### src/rtl/cgs_pkg.sv
`timescale 1ns/1ps
package cgs_pkg;
  typedef enum logic [2:0] {
    ST_IDLE      = 3'd0,
    ST_SEARCH    = 3'd1,
    ST_COUNT     = 3'd2,
    ST_WAIT_LMFC = 3'd3,
    ST_WAIT_ILAS = 3'd4
  } cgs_state_e;

  localparam int CHAR_BITS = 10;
  localparam logic [CHAR_BITS-1:0] COMMA_NEG = 10'b0011111010;
  localparam logic [CHAR_BITS-1:0] COMMA_POS = 10'b1100000101;
endpackage

### src/rtl/cgs_comma_scan.sv
`timescale 1ns/1ps
module cgs_comma_scan #(
  parameter int CHAR_W = 10,
  parameter int OFS_W  = 4,
  parameter logic [CHAR_W-1:0] PAT_A = '0,
  parameter logic [CHAR_W-1:0] PAT_B = '0
) (
  input  logic [2*CHAR_W-1:0]             win,
  output logic [CHAR_W-1:0][CHAR_W-1:0]   cand,
  output logic [CHAR_W-1:0]               hit,
  output logic                            any_hit,
  output logic [OFS_W-1:0]                first_ofs
);
  // one candidate slice and one comparator per bit offset
  for (genvar k = 0; k < CHAR_W; k++) begin : g_ofs
    assign cand[k] = win[2*CHAR_W-1-k -: CHAR_W];
    assign hit[k]  = (cand[k] == PAT_A) || (cand[k] == PAT_B);
  end

  assign any_hit = |hit;

  // lowest matching offset has priority
  always_comb begin
    first_ofs = '0;
    for (int k = CHAR_W - 1; k >= 0; k--) begin
      if (hit[k]) first_ofs = OFS_W'(k);
    end
  end
endmodule

### src/rtl/cgs_link_fsm.sv
`timescale 1ns/1ps
module cgs_link_fsm
  import cgs_pkg::*;
#(
  parameter int CHAR_W  = 10,
  parameter int OFS_W   = 4,
  parameter int RUN_LEN = 4
) (
  input  logic              clk,
  input  logic              rst,
  input  logic              link_en,
  input  logic              lmfc_valid,
  input  logic              lmfc_edge,
  input  logic [CHAR_W-1:0] hit,
  input  logic              any_hit,
  input  logic [OFS_W-1:0]  first_ofs,
  output cgs_state_e        state_q,
  output cgs_state_e        state_d,
  output logic [OFS_W-1:0]  ofs_d
);
  localparam int CNT_W = $clog2(RUN_LEN + 1);

  logic [CNT_W-1:0] cnt_q, cnt_d;
  logic [OFS_W-1:0] ofs_q;

  always_comb begin
    state_d = state_q;
    ofs_d   = ofs_q;
    cnt_d   = cnt_q;
    if (!link_en) begin
      state_d = ST_IDLE;
      ofs_d   = '0;
      cnt_d   = '0;
    end else begin
      case (state_q)
        ST_IDLE: begin
          cnt_d = '0;
          if (lmfc_valid) state_d = ST_SEARCH;
        end
        ST_SEARCH: begin
          if (any_hit) begin
            ofs_d   = first_ofs;
            cnt_d   = CNT_W'(1);
            state_d = ST_COUNT;
          end
        end
        ST_COUNT: begin
          if (hit[ofs_q]) begin
            if (cnt_q == CNT_W'(RUN_LEN - 1)) begin
              cnt_d   = CNT_W'(RUN_LEN);
              state_d = ST_WAIT_LMFC;
            end else begin
              cnt_d = cnt_q + CNT_W'(1);
            end
          end else if (any_hit) begin
            ofs_d = first_ofs;
            cnt_d = '0;
          end else begin
            cnt_d = '0;
          end
        end
        ST_WAIT_LMFC: begin
          if (lmfc_edge) state_d = ST_WAIT_ILAS;
        end
        ST_WAIT_ILAS: state_d = ST_WAIT_ILAS;
        default: state_d = ST_IDLE;
      endcase
    end
  end

  always_ff @(posedge clk) begin
    if (rst) begin
      state_q <= ST_IDLE;
      ofs_q   <= '0;
      cnt_q   <= '0;
    end else begin
      state_q <= state_d;
      ofs_q   <= ofs_d;
      cnt_q   <= cnt_d;
    end
  end
endmodule

### src/rtl/cgs_lane_sync.sv
`timescale 1ns/1ps
module cgs_lane_sync
  import cgs_pkg::*;
#(
  parameter int CHAR_W  = CHAR_BITS,
  parameter int RUN_LEN = 4
) (
  input  logic              clk,
  input  logic              rst,
  input  logic              link_en,
  input  logic              lmfc_valid,
  input  logic              lmfc_edge,
  input  logic [CHAR_W-1:0] rx_word,
  output logic              sync_n,
  output logic [CHAR_W-1:0] aligned_char,
  output logic [3:0]        align_ofs,
  output logic              cgs_done,
  output logic              ilas_wait,
  output logic [2:0]        dbg_state
);
  localparam int OFS_W = 4;

  logic [CHAR_W-1:0]             prev_q;
  logic [2*CHAR_W-1:0]           win;
  logic [CHAR_W-1:0][CHAR_W-1:0] cand;
  logic [CHAR_W-1:0]             hit;
  logic                          any_hit;
  logic [OFS_W-1:0]              first_ofs;
  logic [OFS_W-1:0]              ofs_d;
  cgs_state_e                    state_q, state_d;

  assign win = {prev_q, rx_word};

  cgs_comma_scan #(
    .CHAR_W(CHAR_W), .OFS_W(OFS_W), .PAT_A(COMMA_NEG), .PAT_B(COMMA_POS)
  ) u_scan (
    .win(win), .cand(cand), .hit(hit), .any_hit(any_hit), .first_ofs(first_ofs)
  );

  cgs_link_fsm #(
    .CHAR_W(CHAR_W), .OFS_W(OFS_W), .RUN_LEN(RUN_LEN)
  ) u_fsm (
    .clk(clk), .rst(rst), .link_en(link_en), .lmfc_valid(lmfc_valid),
    .lmfc_edge(lmfc_edge), .hit(hit), .any_hit(any_hit), .first_ofs(first_ofs),
    .state_q(state_q), .state_d(state_d), .ofs_d(ofs_d)
  );

  always_ff @(posedge clk) begin
    if (rst) begin
      prev_q       <= '0;
      sync_n       <= 1'b0;
      cgs_done     <= 1'b0;
      ilas_wait    <= 1'b0;
      aligned_char <= '0;
      align_ofs    <= '0;
    end else begin
      prev_q       <= rx_word;
      sync_n       <= (state_d == ST_WAIT_ILAS);
      ilas_wait    <= (state_d == ST_WAIT_ILAS);
      cgs_done     <= (state_d == ST_WAIT_LMFC) || (state_d == ST_WAIT_ILAS);
      aligned_char <= cand[ofs_d];
      align_ofs    <= ofs_d;
    end
  end

  assign dbg_state = state_q;
endmodule

### config.mk
export PLATFORM = sky130hd
export DESIGN_NAME = cgs_lane_sync
export DESIGN_NICKNAME = d
export VERILOG_FILES = /design/src/rtl/cgs_pkg.sv /design/src/rtl/cgs_comma_scan.sv /design/src/rtl/cgs_link_fsm.sv /design/src/rtl/cgs_lane_sync.sv
export SDC_FILE = /design/constraint.sdc
export NUM_CORES = 1
export LEC_CHECK = 0
export CAP_MARGIN = 5
export CORE_MARGIN = 3
export CORE_UTILIZATION = 50
export CTS_BUF_LIST = sky130_fd_sc_hd__clkbuf_8
export CTS_CLUSTER_SIZE = 40
export DETAILED_ROUTE_END_ITERATION = 10
export PLACE_DENSITY = 0.71
export SYNTH_ARGS = -nofsm -noshare
export SYNTH_HDL_FRONTEND = slang
export SYNTH_HIERARCHICAL = 1
export SYNTH_SLANG_ARGS = --single-unit
### constraint.sdc
create_clock -name clk -period 9.54 [get_ports clk]
set_input_delay 1.908 -clock clk [delete_from_list [all_inputs] [get_ports clk]]
set_output_delay 1.908 -clock clk [all_outputs]
set_load 0.02 [all_outputs]
==> results.py <==
metrics = {
    "synth": {
        "synth-seq-cells": 36,
        "yosys.cell_count.top_type": "buf_4",
        "synthesis.area_per_instance_um2": 9.034,
        "ys_warn_count": 6,
        "netlist_top_cells_area": "buf_4, dfxtp_1, mux2i_1",
        "async_flop_share": 0,
        "dominantRegCellSynth": "dfxtp_1",
        "synthDistinctLibCells": 77,
        "netlist.top_cell.by_area": "buf_4",
        "proportion_of_synthesized_chip_area_in_sequential_cells": 0.1851,
        "number_of_flops_mapped_to_enable_cells_by_yosys": 0,
        "syn_area_um2": 3894,
        "synth.top_cell.area_share": 0.2044,
        "netlist_top_cells_count": "buf_4, dfxtp_1, mux2i_1",
        "netlist_instances": 431,
        "syn_nets": 448,
    },
    "power": {
        "power.density_cell_area_nw_per_um2": 93.28,
        "power_leakage_nw": 1.100,
        "vdd.ir_drop.worst_mv": 0.03963,
        "total_power_consumption_of_the_routed_design_uw": 332.6,
    },
    "min_path": {
        "min_delay_worst_endpoint": "u_fsm/cnt_q[2]",
        "min-delay-path-class": "register to register",
        "hold_path_start": "u_fsm/cnt_q[2]",
        "timing.hold.worst_path_depth": 2,
    },
    "drt": {
        "vias_per_cell": 6.370,
        "wl_mm": 8.178,
        "wl_per_cell_um": 18.13,
        "antenna_violating_nets_post_route": 0,
        "vias": 2873,
        "first_iter_violations": 306,
        "remaining_design_rule_violation_count": 0,
        "dr.pass1.iters": 8,
    },
    "placed_design": {
        "dp.cells": 443,
        "io_buffers": 34,
        "post_detail_place_hpwl_mm": 5.627,
        "place_ws_ns": 1.963,
        "gp_congestion": 0.8413,
        "detailed_place.area_um2": 3478,
    },
    "cts": {
        "cts.repair_timing.setup_buffer_count": 0,
        "cts.htree.levels": 2,
        "holdBufCountCts": 0,
        "clockBufferDepth": 2,
        "tritoncts": "built",
        "worst_skew_pair_later_pin_latency_ns": 0.30,
        "cts_inserted_buffers": 5,
        "clkSinkCount": 36,
        "post_cts.resized_instances": 0,
        "worst_setup_hold_path_clk_slew_ns": 0.08,
        "cts_root_buffer": "clkbuf_8",
    },
    "worst_setup_path": {
        "endpoint_kind": "register",
        "cp_max_fo": 22,
        "worst_ep_arrival_time_ns": 7.51,
        "r2r_cells": 14,
        "r2r_setup_slack_ns": 4.06,
        "worstPathRequired_ns": 9.71,
        "start_kind": "input port",
        "path_class": "input port to register",
        "worstReg2RegEnd": "aligned_char[5]",
        "crit-reg2reg-launch": "prev_q[1]",
    },
    "timing": {
        "hold_violations": 0,
        "worst_slew_pin_slew_ns": 0.9181,
        "slew_viol_final": 0,
        "finalSetupTns_ns": 0,
        "fmaxAchievable_mhz": 136.1,
        "max_slew_margin": 0.3857,
        "min_period_ns": 7.345,
        "layout_setup_ws_ns": 2.195,
        "setup_repair_after_global_routing_missed_its_margin": "no",
        "fraction_of_the_cycle_the_final_worst_path_needs": 0.7699,
        "finalSetupViolCount": 0,
        "final.setup_skew_ns": 0.009039,
    },
    "grt": {
        "via_count_of_the_first_global_routing_pass": 2677,
        "antenna_found_initial": 0,
        "globalRoute.totalOverflow": 0,
        "grt_first_pass_wirelength_mm": 13.97,
        "grt_start_max_net_pins": 31,
        "global_route.usage.total": 0.1947,
    },
    "cells_and_area": {
        "drive_above_1_share": 0.1989,
        "finalNonFillerCells": 451,
        "insertedDiodeCount": 0,
        "numnets_final": 368,
        "post_route_cell_area_um2": 3566,
        "area_overhead_of_the_layout_relative_to_synthesis_pct": -8.419,
        "fillers": 707,
    },
    "die": {
        "initial_core_util": 0.5256,
        "die_w_um": 94.25,
        "design.die.area_um2": 8882,
        "io_pins": 35,
        "die_y_um": 94.25,
        "std_cell_rows": 31,
        "fp.coreArea_um2": 7408,
    },
    "outcome": {
        "run_status": "complete, no violations",
    },
    "run": {
        "max_cap_viol_count": 0,
    },
}
-- layer usage --
layer / global-route usage / up-vias / part of all wire
met2: 0.3091 / 134 / 0.48
met4: 0.05776 / 0 / 0.021
met3: 0.02724 / 19 / 0.069
met1: 0.2727 / 1383 / 0.43
li1: - / 1337 / -
met5: 0 / - / 0
-- final cells by class --
class / count / area, µm² / share of cell area
inverters: 7 / 26.28 / 0.007368
flip-flops and latches: 36 / 720.7 / 0.2021
multi-input cells: 262 / 2230 / 0.6253
clock buffers: 5 / 68.82 / 0.01930
well taps: 99 / 123.9 / 0.03474
clock inverters: 3 / 18.77 / 0.005263
repair buffers: 39 / 377.9 / 0.1060
-- cells in the final DEF, fill, tap and decap left out, drive strengths merged, types with 3 or more instances in the layout --
cell           instances
mux2i                 26
a221o                 10
clkdlybuf4s50         34
mux4                  10
or4b                   3
or3b                   4
a21oi                  6
nor4                   3
nand2                 22
nor2                  16
nand4                  6
or2                    3
or2b                   3
clkbuf                 5
clkinv                 3
inv                    7
nor2b                 20
nand3b                 5
nor3b                  4
or4                    4
dfxtp                 36
buf                    5
nand2b                 8
o31ai                  7
mux2                  14
or3                    5
nor3                   6
nor4bb                 3
nor4b                  9
o21ai                  6
a211oi                20
-- how the worst max path moves through the flow --
stage / from / to / slack [ns] / depth (start not counted)
6_report: rx_word[9] / aligned_char[5] / 2.19 / 15
5_1_grt: rx_word[9] / aligned_char[5] / 1.92 / 15
4_1_cts: rx_word[9] / aligned_char[5] / 2.26 / 15
3_5_place_dp: rx_word[9] / aligned_char[5] / 1.96 / 15
3_3_place_gp: rx_word[9] / aligned_char[9] / 2.10 / 15
2_1_floorplan: rx_word[9] / aligned_char[0] / 4.02 / 16
-- cell families after synthesis --
family	share of synthesized area
AO/OA/AOI/OAI	0.1761
XOR/XNOR	0.002250
adder cells (fa/ha/maj)	0.006426
buffers and inverters	0.2477
flip-flops	0.1851
multiplexers	0.1671
AND/OR/NAND/NOR	0.2153
-- state kept, by name, indices dropped and copies added (netlist names) --
register and cells:
prev_q 10, ilas_wait 1, cgs_done 1, align_ofs 4
u_fsm/ofs_q 4, aligned_char 10, u_fsm/cnt_q 3, u_fsm/state_q 3
-- worst max-delay path: stages --
cell	delay (ns)
clkdlybuf4s50_1	0.78
or4b_1	0.69
or3_1	0.37
o41ai_1	0.13
or4_4	0.27
nand3b_1	0.26
a21oi_1	0.13
or2_2	0.33
a222oi_1	0.34
mux2i_1	0.19
a21boi_4	0.69
buf_4	0.45
mux4_1	0.62
a211oi_1	0.25
a211oi_1	0.07
-- power breakdown --
| part | switching [mW] | leakage, nW | internal, mW |
|---|---|---|---|
| clock | 0.0601 | 0.0479 | 0.0509 |
| combinational | 0.0283 | 0.758 | 0.0282 |
| sequential | 0.00996 | 0.295 | 0.155 |
-- through the flow --
stage | utilization | hold slack, ns
final | 0.4813 | 0.4578
after global placement | 0.4695 | 0.4389
after floorplan | - | 0.4250
after CTS | 0.4813 | 0.4640
after detailed placement | 0.4695 | 0.4441
after global routing | 0.4813 | 0.5128
Power figures use the tool's default switching activity.
